## src/rtl/xlc_pkg.sv

```systemverilog
package xlc_pkg;
   typedef enum logic [1:0] {
      PG_4K   = 2'd0,
      PG_64K  = 2'd1,
      PG_1M   = 2'd2,
      PG_RSVD = 2'd3
   } pg_size_e;

   localparam logic [11:0] OFF_CTRL  = 12'h000;
   localparam logic [11:0] OFF_CTRL2 = 12'h004;
   localparam logic [11:0] OFF_ASID  = 12'h010;
   localparam logic [11:0] OFF_BASE  = 12'h014;
   localparam logic [11:0] OFF_SIZE  = 12'h018;

   localparam int unsigned BASE_LSB  = 7;
   localparam int unsigned MAX_TABLE = 16384;
endpackage

```

## src/rtl/xlc_regs.sv

```systemverilog
module xlc_regs
   import xlc_pkg::*;
#(
   parameter int unsigned ASID_W = 8
) (
   input  logic              clk,
   input  logic              rst_n,
   input  logic              wr,
   input  logic [11:0]       addr,
   input  logic [31:0]       wdata,
   output logic [31:0]       rdata,
   output logic [ASID_W-1:0] asid,
   output logic [31:0]       base,
   output logic [14:0]       l1_bytes,
   output logic              xlat_on,
   output logic              flush
);
   logic              en_q, sec_q;
   logic [ASID_W-1:0] asid_q;
   logic [31:BASE_LSB] base_q;
   logic [2:0]        code_q;

   generate
      if (ASID_W < 1 || ASID_W > 32) begin : g_bad_asid
         $error("xlc_regs: ASID_W must lie in 1..32");
      end
   endgenerate

   wire wr_ctrl = wr && (addr == OFF_CTRL);
   assign flush = wr_ctrl && wdata[1];

   always_ff @(posedge clk) begin
      if (!rst_n) begin
         en_q   <= 1'b0;
         sec_q  <= 1'b0;
         asid_q <= '0;
         base_q <= '0;
         code_q <= '0;
      end else if (wr) begin
         unique case (addr)
            OFF_CTRL:  en_q   <= wdata[0];
            OFF_CTRL2: sec_q  <= wdata[0];
            OFF_ASID:  asid_q <= wdata[ASID_W-1:0];
            OFF_BASE:  base_q <= wdata[31:BASE_LSB];
            OFF_SIZE:  code_q <= wdata[2:0];
            default:   ;
         endcase
      end
   end

   always_comb begin
      rdata = '0;
      unique case (addr)
         OFF_CTRL:  rdata[0] = en_q;
         OFF_CTRL2: rdata[0] = sec_q;
         OFF_ASID:  rdata[ASID_W-1:0] = asid_q;
         OFF_BASE:  rdata[31:BASE_LSB] = base_q;
         OFF_SIZE:  rdata[2:0] = code_q;
         default:   ;
      endcase
   end

   assign asid     = asid_q;
   assign base     = {base_q, {BASE_LSB{1'b0}}};
   assign l1_bytes = (code_q == 3'd0) ? 15'd0 : 15'(MAX_TABLE >> code_q);
   assign xlat_on  = en_q && (code_q != 3'd0);

   p_code_kept_r5: assert property (@(posedge clk) disable iff (!rst_n)
      (wr && addr == OFF_SIZE) |=> (l1_bytes == 15'(($past(wdata[2:0]) == 3'd0) ? 0 :
                                                   (MAX_TABLE >> $past(wdata[2:0])))));
   p_both_bits_on_r3: assert property (@(posedge clk) disable iff (!rst_n)
      (wr_ctrl && wdata[1:0] == 2'b11) |=> rdata[1] == 1'b0 || addr != OFF_CTRL);
   p_flush_only_off_r4: assert property (@(posedge clk) disable iff (!rst_n)
      (wr_ctrl && wdata[1:0] == 2'b10) |=> !xlat_on);
endmodule

```

## src/rtl/xlc_store.sv

```systemverilog
module xlc_store
   import xlc_pkg::*;
#(
   parameter int unsigned N_ENT  = 8,
   parameter int unsigned VA_W   = 32,
   parameter int unsigned PA_W   = 32,
   parameter int unsigned ASID_W = 8
) (
   input  logic              clk,
   input  logic              rst_n,
   input  logic              on,
   input  logic              flush,
   input  logic [ASID_W-1:0] asid,
   input  logic [VA_W-1:0]   lk_va,
   output logic              lk_hit,
   output logic [PA_W-1:0]   lk_pa,
   output logic [1:0]        lk_size,
   input  logic              fill_vld,
   input  logic [VA_W-1:0]   fill_va,
   input  logic [PA_W-1:0]   fill_pa,
   input  logic [1:0]        fill_size
);
   localparam int unsigned VPN_W = VA_W - 12;
   localparam int unsigned PPN_W = PA_W - 12;
   localparam int unsigned PTR_W = (N_ENT > 1) ? $clog2(N_ENT) : 1;
   localparam bit          POW2  = (N_ENT == (1 << PTR_W));

   generate
      if (N_ENT < 2 || N_ENT > 64) begin : g_bad_depth
         $error("xlc_store: N_ENT must lie in 2..64");
      end
      if (VA_W < 21 || PA_W < 21) begin : g_bad_width
         $error("xlc_store: address widths must cover a 1 MiB page");
      end
   endgenerate

   logic [N_ENT-1:0] vld_q;
   logic [VPN_W-1:0] tag_q  [N_ENT];
   logic [PPN_W-1:0] ppn_q  [N_ENT];
   pg_size_e         sz_q   [N_ENT];
   logic [ASID_W-1:0] as_q  [N_ENT];
   logic [PTR_W-1:0] ptr_q, ptr_nxt;
   logic [N_ENT-1:0] match;

   function automatic logic [VPN_W-1:0] vpn_mask(pg_size_e s);
      logic [VPN_W-1:0] m;
      m = '1;
      if (s == PG_64K) m[3:0] = '0;
      else if (s == PG_1M) m[7:0] = '0;
      return m;
   endfunction

   function automatic logic [PA_W-1:0] off_mask(pg_size_e s);
      logic [PA_W-1:0] m;
      m = '0;
      if (s == PG_64K) m[15:0] = '1;
      else if (s == PG_1M) m[19:0] = '1;
      else m[11:0] = '1;
      return m;
   endfunction

   wire [VPN_W-1:0] lk_vpn = lk_va[VA_W-1:12];

   generate
      for (genvar g = 0; g < N_ENT; g++) begin : g_cmp
         assign match[g] = on && vld_q[g] && (as_q[g] == asid) &&
                           (((tag_q[g] ^ lk_vpn) & vpn_mask(sz_q[g])) == '0);
      end
   endgenerate

   logic [PTR_W-1:0] win;
   always_comb begin
      win = '0;
      for (int i = N_ENT - 1; i >= 0; i--) begin
         if (match[i]) win = PTR_W'(i);
      end
   end

   logic [PA_W-1:0] frame, omask;
   always_comb begin
      frame   = {ppn_q[win], 12'h000};
      omask   = off_mask(sz_q[win]);
      lk_hit  = |match;
      lk_pa   = (frame & ~omask) | ({{(PA_W-20){1'b0}}, lk_va[19:0]} & omask);
      lk_size = lk_hit ? sz_q[win] : PG_4K;
   end

   generate
      if (POW2) begin : g_wrap_free
         assign ptr_nxt = ptr_q + 1'b1;
      end else begin : g_wrap_cmp
         assign ptr_nxt = (ptr_q == PTR_W'(N_ENT - 1)) ? '0 : ptr_q + 1'b1;
      end
   endgenerate

   wire fill_ok = on && fill_vld && (fill_size != PG_RSVD);
   wire fill_we = fill_ok && !flush;

   always_ff @(posedge clk) begin
      if (!rst_n) begin
         vld_q <= '0;
         ptr_q <= '0;
      end else if (flush) begin
         vld_q <= '0;
         ptr_q <= '0;
      end else if (fill_we) begin
         vld_q[ptr_q] <= 1'b1;
         ptr_q        <= ptr_nxt;
      end
   end

   always_ff @(posedge clk) begin
      if (fill_we) begin
         tag_q[ptr_q] <= fill_va[VA_W-1:12];
         ppn_q[ptr_q] <= fill_pa[PA_W-1:12];
         sz_q[ptr_q]  <= pg_size_e'(fill_size);
         as_q[ptr_q]  <= asid;
      end
   end

   p_off_miss_r7: assert property (@(posedge clk) disable iff (!rst_n)
      !on |-> !lk_hit);
   p_flush_clear_r3: assert property (@(posedge clk) disable iff (!rst_n)
      flush |=> (vld_q == '0));
   p_ptr_home_r8: assert property (@(posedge clk) disable iff (!rst_n)
      flush |=> (ptr_q == '0));
   p_ptr_step_r8: assert property (@(posedge clk) disable iff (!rst_n)
      fill_we |=> (ptr_q == (($past(ptr_q) == PTR_W'(N_ENT - 1)) ? '0 : $past(ptr_q) + 1'b1)));
   p_fill_lands_r6: assert property (@(posedge clk) disable iff (!rst_n)
      fill_we |=> vld_q[$past(ptr_q)]);
endmodule

```

## src/rtl/xlat_cache.sv

```systemverilog
module xlat_cache
   import xlc_pkg::*;
#(
   parameter int unsigned N_ENT  = 8,
   parameter int unsigned VA_W   = 32,
   parameter int unsigned PA_W   = 32,
   parameter int unsigned ASID_W = 8
) (
   input  logic            clk,
   input  logic            rst_n,
   input  logic            reg_wr,
   input  logic [11:0]     reg_addr,
   input  logic [31:0]     reg_wdata,
   output logic [31:0]     reg_rdata,
   input  logic [VA_W-1:0] lk_va,
   output logic            lk_hit,
   output logic [PA_W-1:0] lk_pa,
   output logic [1:0]      lk_size,
   input  logic            fill_vld,
   input  logic [VA_W-1:0] fill_va,
   input  logic [PA_W-1:0] fill_pa,
   input  logic [1:0]      fill_size,
   output logic            cfg_on,
   output logic [31:0]     cfg_base,
   output logic [14:0]     cfg_l1_bytes
);
   logic [ASID_W-1:0] asid;
   logic              flush;

   xlc_regs #(.ASID_W(ASID_W)) i_regs (
      .clk      (clk),
      .rst_n    (rst_n),
      .wr       (reg_wr),
      .addr     (reg_addr),
      .wdata    (reg_wdata),
      .rdata    (reg_rdata),
      .asid     (asid),
      .base     (cfg_base),
      .l1_bytes (cfg_l1_bytes),
      .xlat_on  (cfg_on),
      .flush    (flush)
   );

   xlc_store #(
      .N_ENT  (N_ENT),
      .VA_W   (VA_W),
      .PA_W   (PA_W),
      .ASID_W (ASID_W)
   ) i_store (
      .clk       (clk),
      .rst_n     (rst_n),
      .on        (cfg_on),
      .flush     (flush),
      .asid      (asid),
      .lk_va     (lk_va),
      .lk_hit    (lk_hit),
      .lk_pa     (lk_pa),
      .lk_size   (lk_size),
      .fill_vld  (fill_vld),
      .fill_va   (fill_va),
      .fill_pa   (fill_pa),
      .fill_size (fill_size)
   );

   p_reset_quiet_r1: assert property (@(posedge clk)
      !rst_n |=> (!lk_hit && !cfg_on && cfg_base == 32'h0));
endmodule

```

## config.mk

```make
export PLATFORM = sky130hd
export DESIGN_NAME = xlat_cache
export DESIGN_NICKNAME = d
export VERILOG_FILES = /design/src/rtl/xlc_pkg.sv /design/src/rtl/xlc_regs.sv /design/src/rtl/xlc_store.sv /design/src/rtl/xlat_cache.sv
export SDC_FILE = /design/constraint.sdc
export NUM_CORES = 1
export LEC_CHECK = 0
export ABC_AREA = 1
export BUFFER_PORTS_ARGS = -buffer_cell sky130_fd_sc_hd__clkbuf_2
export CAP_MARGIN = 20
export CELL_PAD_IN_SITES_DETAIL_PLACEMENT = 1
export CELL_PAD_IN_SITES_GLOBAL_PLACEMENT = 2
export CORE_AREA = 2 2 248 250
export CTS_CLUSTER_SIZE = 12
export DETAILED_ROUTE_END_ITERATION = 16
export DIE_AREA = 0 0 250 252
export PLACE_DENSITY_LB_ADDON = 0.1
export SETUP_SLACK_MARGIN = 0.05
export SYNTH_ARGS = -nofsm -noshare
export SYNTH_HDL_FRONTEND = slang
export SYNTH_HIERARCHICAL = 1
export SYNTH_SLANG_ARGS = --single-unit
```

## constraint.sdc

```tcl
create_clock -name clk -period 10.1 [get_ports clk]
set_input_delay 0.505 -clock clk [delete_from_list [all_inputs] [get_ports clk]]
set_output_delay 0.505 -clock clk [all_outputs]
set_load 0.01 [all_outputs]
```

==> run metrics, run 1 <==
critical-path cell list inv_1, a31oi_2, buf_4, nand2_1, nor4_1, nand3_1, nor2_1, nand4_1, nand2_1, inv_2, nand2_1, inv_1, nand3_1, nand3_2, nand2_1, inv_1, ha_1, inv_1, nand3_1, nand2_1, clkbuf_2; Max clock buf depth 3; Die ar. 0.06300 mm2; largest fanout on the critical path 20; post-DP HPWL 57800 um; Setup Skew 0.01775 ns; routed length per placed instance 22.48 um; NumNets Final 2958; commonest non-fill, non-tap cells in the layout nand2_1, inv_1, edfxtp_1, nor2_1, nand3_1; most common cell after layout, fill and taps aside nand2_1; DR vias 18780; Vias/cell 5.178; Worst path slowest cell nand4_1; number of distinct library cells after synthesis 53; Die Wd 250 um; Clock Latency Late Sink 0.61 ns; Worst EP arrival 6.05 ns; post-route ant nets 0; post-synthesis sequential element count 449; post_cts resized 0; sequential fraction of design power 47.9%; total grt overflow 0; Worst-Margin Slew 1.026 ns; f_max 152.6 MHz; Seq/Total Area, Yosys 55.53%; status completed; starting DRC count in detailed routing 1309; total negative slack 0 ns; Synth Warn # 6; critical path class reg -> out; Root Buffer clkbuf_16; vias in the first global route 19080; Diodes inserted 0; Worst-path clk slew 0.06 ns; Hold WC Path Type in -> reg; leakage 11.50 nW; fin crit share 64.89%; clock network power share 48.1%; slew margin rel. 31.39%; P per Cell Area 157.6 mW/mm2; FF-to-FF Start i_regs/code_q[0]$_SDFFE_PN0P_; crit path buf inv count 7; CTS Buf Count 52; maxcap violations 0; Crit Reg-Reg Endpoint i_store/ppn_q[6][3]$_DFFE_PP_; Top Family by Delay on Critical Path simple AND/OR/NAND/NOR gates; CP Launch Type flop; CTS H-Tree Depth 2; Die H 252 um; TritonRoute pass-1 iters 5; layout cell share with drive strength beyond 1 13.39%; slowest stage delay, CP 0.81 ns; Post-DP Area 0.02485 mm2; flop2flop setup slack 6.61 ns; final wirelength 81520 um; initial antenna violation count 3; NetSw 0.0009193 W; switching portion of total power 21.88%; Max IR drop VDD 0.1186 mV; Synth Cell Area 0.02340 mm2; most used flip-flop cell after synthesis edfxtp_1; Mapped Cells 2627; unrepaired setup endpoints after global routing no; Fin. Hold Viols 0; most used cell, CP nand2_1; Synth async-reset ratio 0%; Setup violations, final 0; layout overhead on the synthesized area 13.97%; P_int 0.003282 W; hold buffers post-CTS 0; R2R depth 8; CTS tree built; CP Data Required Time 9.60 ns; io pins 261; Slew Limit Fails 0; CP Capture Type output pin; DRC Markers 0; FP Rows 90; first-pass GRT wire length 120600 um; WHS 0.1758 ns; post-CTS setup buffer count 0; Combinational Power Share 4.0%; Hold Path Depth 1; post-route cell area 0.02667 mm2; syn_area_per_cell 8.907 um2; core area 0.06013 mm2; final worst path period need 6.554 ns; Port Buffers 197; Hold Path Sink i_store/ppn_q[6][9]$_DFFE_PP_; # clock sinks 449; EDFF count, synth 400; hold_sp fill_pa[21]; largest net degree at the start of global routing 99; Initial Util 38.91%; gr usage total 25.88%; routability cong. 0.9008
[synthesized netlist by cell type (2+ instances only)]
library cell / instances / area, um2
o22ai_1: 4 / 25.02
a21oi_1: 17 / 85.08
buf_1: 7 / 26.28
nor4b_1: 6 / 52.55
edfxtp_1: 400 / 12010
and2_1: 5 / 31.28
buf_2: 30 / 150.1
a31oi_1: 2 / 12.51
or2_2: 25 / 156.4
xnor2_1: 68 / 595.6
nor4_1: 26 / 162.7
nand3b_1: 9 / 67.56
o21ai_1: 2 / 10.01
ha_1: 10 / 125.1
nor3b_1: 6 / 45.04
inv_1: 435 / 1633
nor2_1: 278 / 1044
o2111ai_1: 3 / 26.28
o21a_1: 4 / 30.03
nand2_2: 15 / 93.84
or2_1: 6 / 37.54
nand2_4: 2 / 22.52
nor2_2: 3 / 18.77
nand4_1: 101 / 631.9
nand3_1: 226 / 1131
nor3_1: 48 / 240.2
and3_1: 6 / 37.54
buf_6: 22 / 247.7
nand2_1: 627 / 2354
o211ai_1: 34 / 255.2
o21ai_0: 32 / 160.2
xor2_1: 26 / 227.7
nand3_2: 5 / 50.05
inv_2: 18 / 67.56
clkbuf_1: 6 / 22.52
dfxtp_1: 49 / 980.9
buf_4: 46 / 345.3
a211oi_1: 3 / 22.52
[area by class of cell]
class | instances | area [um2]
Multi-Input combinational cell | 1626 | 8019
Clock inverter | 34 | 416.7
Timing Repair Buffer | 219 | 1151
Inverter | 454 | 1704
Sequential cell | 449 | 12990
Clock buffer | 63 | 1406
Tap cell | 782 | 978.4
Fill cell | 7108 | 33460
[metal layers]
layer / vias up / GRT usage (%) / routed length [um]
met2: 561 / 43.53 / 38540
met4: 2 / 6.450 / 1852
met1: 9211 / 34.11 / 35760
li1: 8904 / - / -
met3: 102 / 5.468 / 5361
met5: - / 0 / 9
[registers in the layout, summed over array words and instances (netlist names), 8 cells and up]
name / cells
i_regs/asid: 8
i_store/as_q: 64
i_store/tag_q: 160
i_store/ppn_q: 160
i_regs/base_q: 25
i_store/vld_q: 8
i_store/sz_q: 16
[power by group through the flow]
stage,Combinational [W],Sequential (W),Clock (W)
CTS,0.000169,0.00201,0.00207
finish,0.000168,0.00201,0.00202
floorplan,0.0000933,0.00205,0
detailed placement,0.000168,0.00205,0
global placement,0.000165,0.00205,0
global route,0.000183,0.00201,0.00213
[logic make-up (layout without fill, tap and decap cells)]
logic type,Yosys count,after routing,share of synthesized area (%)
other,1,15,0.01603
AO/OA/AOI/OAI,107,107,2.952
buffers and inverters,566,770,10.73
XOR/XNOR,94,94,3.519
flip-flops,449,449,55.53
adder cells (fa/ha/maj),10,10,0.5347
AND/OR/NAND/NOR,1400,1400,26.72
[worst max-delay path by stage]
stage	slack [ns]	to	depth (start not counted)	start
3_5_place_dp	3.98	lk_pa[13]	18	lk_va[12]
2_1_floorplan	5.90	i_store/as_q[0][0]$_DFFE_PP_	7	i_regs/code_q[0]$_SDFFE_PN0P_
4_1_cts	3.49	lk_pa[13]	21	i_regs/code_q[0]$_SDFFE_PN0P_
3_3_place_gp	3.98	lk_pa[12]	20	lk_va[26]
5_1_grt	3.02	lk_pa[19]	21	i_regs/code_q[0]$_SDFFE_PN0P_
6_report	3.55	lk_pa[19]	21	i_regs/code_q[0]$_SDFFE_PN0P_
[through the flow]
stage,cells,worst slack [ns],utilization (%),total power (W)
after floorplan,2641,5.903,-,0.002148
after global placement,3530,3.984,41.32,0.002218
after detailed placement,3530,3.979,41.32,0.002222
after CTS,3627,3.489,44.35,0.004248
final,3627,3.546,44.35,0.004202
after global routing,3627,3.024,44.35,0.004329
[worst register-to-register path, stage by stage, from the launching register on]
cell and delay, ns:
dfxtp_1 0.40, inv_1 0.14, a31oi_2 0.18, buf_4 0.30
nand4_1 0.33, nor2_1 0.17, inv_1 0.20, nor2_4 0.75
buf_4 0.60
(Power assumes the default switching activity.)
==> inputs of run 2 (changes only) <==
--- a/config.mk
+++ b/config.mk
@@ -5,15 +5,15 @@
 export SDC_FILE = /design/constraint.sdc
 export NUM_CORES = 1
 export LEC_CHECK = 0
-export ABC_AREA = 1
+export ABC_AREA = 0
 export BUFFER_PORTS_ARGS = -buffer_cell sky130_fd_sc_hd__clkbuf_2
 export CAP_MARGIN = 20
 export CELL_PAD_IN_SITES_DETAIL_PLACEMENT = 1
 export CELL_PAD_IN_SITES_GLOBAL_PLACEMENT = 2
-export CORE_AREA = 2 2 248 250
+export CORE_AREA = 2 2 224 226
 export CTS_CLUSTER_SIZE = 12
 export DETAILED_ROUTE_END_ITERATION = 16
-export DIE_AREA = 0 0 250 252
+export DIE_AREA = 0 0 226 228
 export PLACE_DENSITY_LB_ADDON = 0.1
 export SETUP_SLACK_MARGIN = 0.05
 export SYNTH_ARGS = -nofsm -noshare
==> constraint.sdc (replaced) <==
create_clock -name clk -period 6.2 [get_ports clk]
set_input_delay 0.31 -clock clk [delete_from_list [all_inputs] [get_ports clk]]
set_output_delay 0.31 -clock clk [all_outputs]
set_load 0.01 [all_outputs]
==> run metrics, run 2 <==
DR vias 12470; post-route cell area 0.02353 mm2; post-route ant nets 0; routability cong. 0.8238; initial antenna violation count 2; NetSw 0.001335 W; Worst-path clk slew 0.06 ns; Mapped Cells 1427; Root Buffer clkbuf_16; Die Wd 226 um; largest fanout on the critical path 21; commonest non-fill, non-tap cells in the layout edfxtp_1, clkbuf_2, xor2_1, xnor2_1, nand2_1; critical path class reg -> out; post-layout util 47.68%; layout cell share with drive strength beyond 1 19.55%; most common cell after layout, fill and taps aside edfxtp_1; status completed; most instantiated cells after synthesis edfxtp_1, xor2_1, xnor2_1; switching portion of total power 21.26%; final setup margin 0.5542 ns; gr usage total 22.21%; total negative slack 0 ns; Vias/cell 5.247; vias in the first global route 13130; Worst EP arrival 5.34 ns; CTS Buf Count 49; CP Data Required Time 5.89 ns; # clock sinks 449; Setup violations, final 0; Die ar. 0.05153 mm2; Post-DP Area 0.02163 mm2; flop2flop setup slack 2.26 ns; number of distinct library cells after synthesis 66; most used flip-flop cell after synthesis edfxtp_1; R2R depth 6; Port Buffers 197; Max IR drop VDD 0.2042 mV; share of Yosys cell area claimed by the top area cell type 60.06%; Hold WC Path Type in -> reg; clock network power share 43.8%; core area 0.04935 mm2; CTS H-Tree Depth 2; post-DP HPWL 38250 um; largest cells by area after synthesis edfxtp_1, xor2_1, dfxtp_1; Synth async-reset ratio 0%; Tot Pwr 0.006277 W; critical-path cell list xor2_1, nor4_1, nand3_1, or4_1, nand2b_1, o311a_4, a31oi_1, a22o_1, nor2_1, ha_1, clkinv_1, nor2_1, o21a_1, o211ai_1, nand3_1, clkbuf_2; FP Rows 82; most numerous cell in the Yosys netlist edfxtp_1; maxcap violations 0; final worst path period need 5.646 ns; largest net degree at the start of global routing 72; Hold Path Depth 3; Setup Skew 0.01793 ns; final wirelength 56380 um; fin crit share 91.06%; CTS tree built; Largest regs i_store/ppn_q: 160 flops, i_store/tag_q: 160 flops, i_store/as_q: 64 flops; starting DRC count in detailed routing 861; io pins 261; Max clock buf depth 3; Place WS 1.146 ns; leakage 8.748 nW; total grt overflow 0; Worst-Margin Slew 1.058 ns; Die H 228 um; f_max 177.1 MHz; CP Capture Type output pin; Fin. Hold Viols 0; Initial Util 40.53%; EDFF count, synth 400; slew margin rel. 28.55%; CP Launch Type flop; unrepaired setup endpoints after global routing no; Synth Cell Area 0.02000 mm2; Seq/Total Area, Yosys 64.96%; Synth area leader edfxtp_1; NumNets Final 1820; Clock Latency Late Sink 0.58 ns; Combinational Power Share 3.9%; P per Cell Area 266.8 mW/mm2; P_int 0.004943 W; sequential fraction of design power 52.3%; syn_area_per_cell 14.01 um2; layout overhead on the synthesized area 17.65%; first-pass GRT wire length 84410 um; routed length per placed instance 23.73 um; Worst path slowest cell dfxtp_1; Slew Limit Fails 0; slowest stage delay, CP 0.79 ns; post-synthesis sequential element count 449; DRC Markers 0; TritonRoute pass-1 iters 5; Synth Warn # 6
run 2: layer usage:
metal	part of all wire, %	track usage (%)	vias to the layer above
met5	0	0	-
met2	50	37.77	279
met1	43	29.30	6346
li1	-	-	5778
met4	2.1	5.484	0
met3	4.6	4.109	64
run 2: area by class of cell:
type                    count  area (um2)
diodes                      1       2.502
clock buffers              64        1282
clock inverters            26       200.2
fillers                  4963       25820
inverters                  12       45.04
multi-input cells         878        6497
flip-flops and latches    449       12990
well taps                 672       840.8
repair buffers            274        1668
run 2: power by group through the flow:
stage          clock network (W)  logic, W  registers (W)
3_3_place_gp                   0  0.000220        0.00335
2_1_floorplan                  0  0.000128        0.00335
3_5_place_dp                   0  0.000224        0.00335
5_1_grt                  0.00293  0.000265        0.00328
6_report                 0.00275  0.000244        0.00328
4_1_cts                  0.00281  0.000247        0.00328
run 2: final timing paths:
kind | from | endpoint
max | i_regs/asid[7]$_SDFFE_PN0P_ | lk_pa[15]
min | reg_wdata[1] | i_regs/asid[1]$_SDFFE_PN0P_
max reg2reg | i_regs/code_q[2]$_SDFFE_PN0P_ | i_store/tag_q[2][2]$_DFFE_PP_
min reg2reg | i_regs/sec_q$_SDFFE_PN0P_ | i_regs/sec_q$_SDFFE_PN0P_
run 2: worst max-delay path: cells and delay by family, from the launching register on:
family	cells	cell delay, ns
AOI/OAI and AO/OA	5	1.02
buffers and inverters	2	0.23
and+or+nand+nor	7	2.17
DFF	1	0.79
adders and majority gates	1	0.28
xor gates and xnor gates	1	0.26
run 2: what timing repair did:
item	in CTS	in global routing
buffers inserted	0	0
hold buffers	40	0
endpoints found under the hold margin	116	0
gates resized for setup	0	0
run 2: through the flow:
| step | instances | hold slack (ns) |
|---|---|---|
| floorplan | 1441 | 0.4089 |
| global placement | 2244 | 0.4475 |
| detailed placement | 2244 | 0.4659 |
| CTS | 2374 | 0.002596 |
| global route | 2376 | 0.02393 |
| finish | 2376 | 0.03098 |
run 2: logic make-up after synthesis:
family | after synthesis | share of synthesized area [%]
flops | 449 | 64.96
other cells | 1 | 0.01875
simple gates | 426 | 11.91
xor+xnor | 226 | 9.897
fa+ha+maj | 10 | 0.6256
compound gates | 98 | 4.173
mux | 103 | 5.211
buf+inv | 114 | 3.203
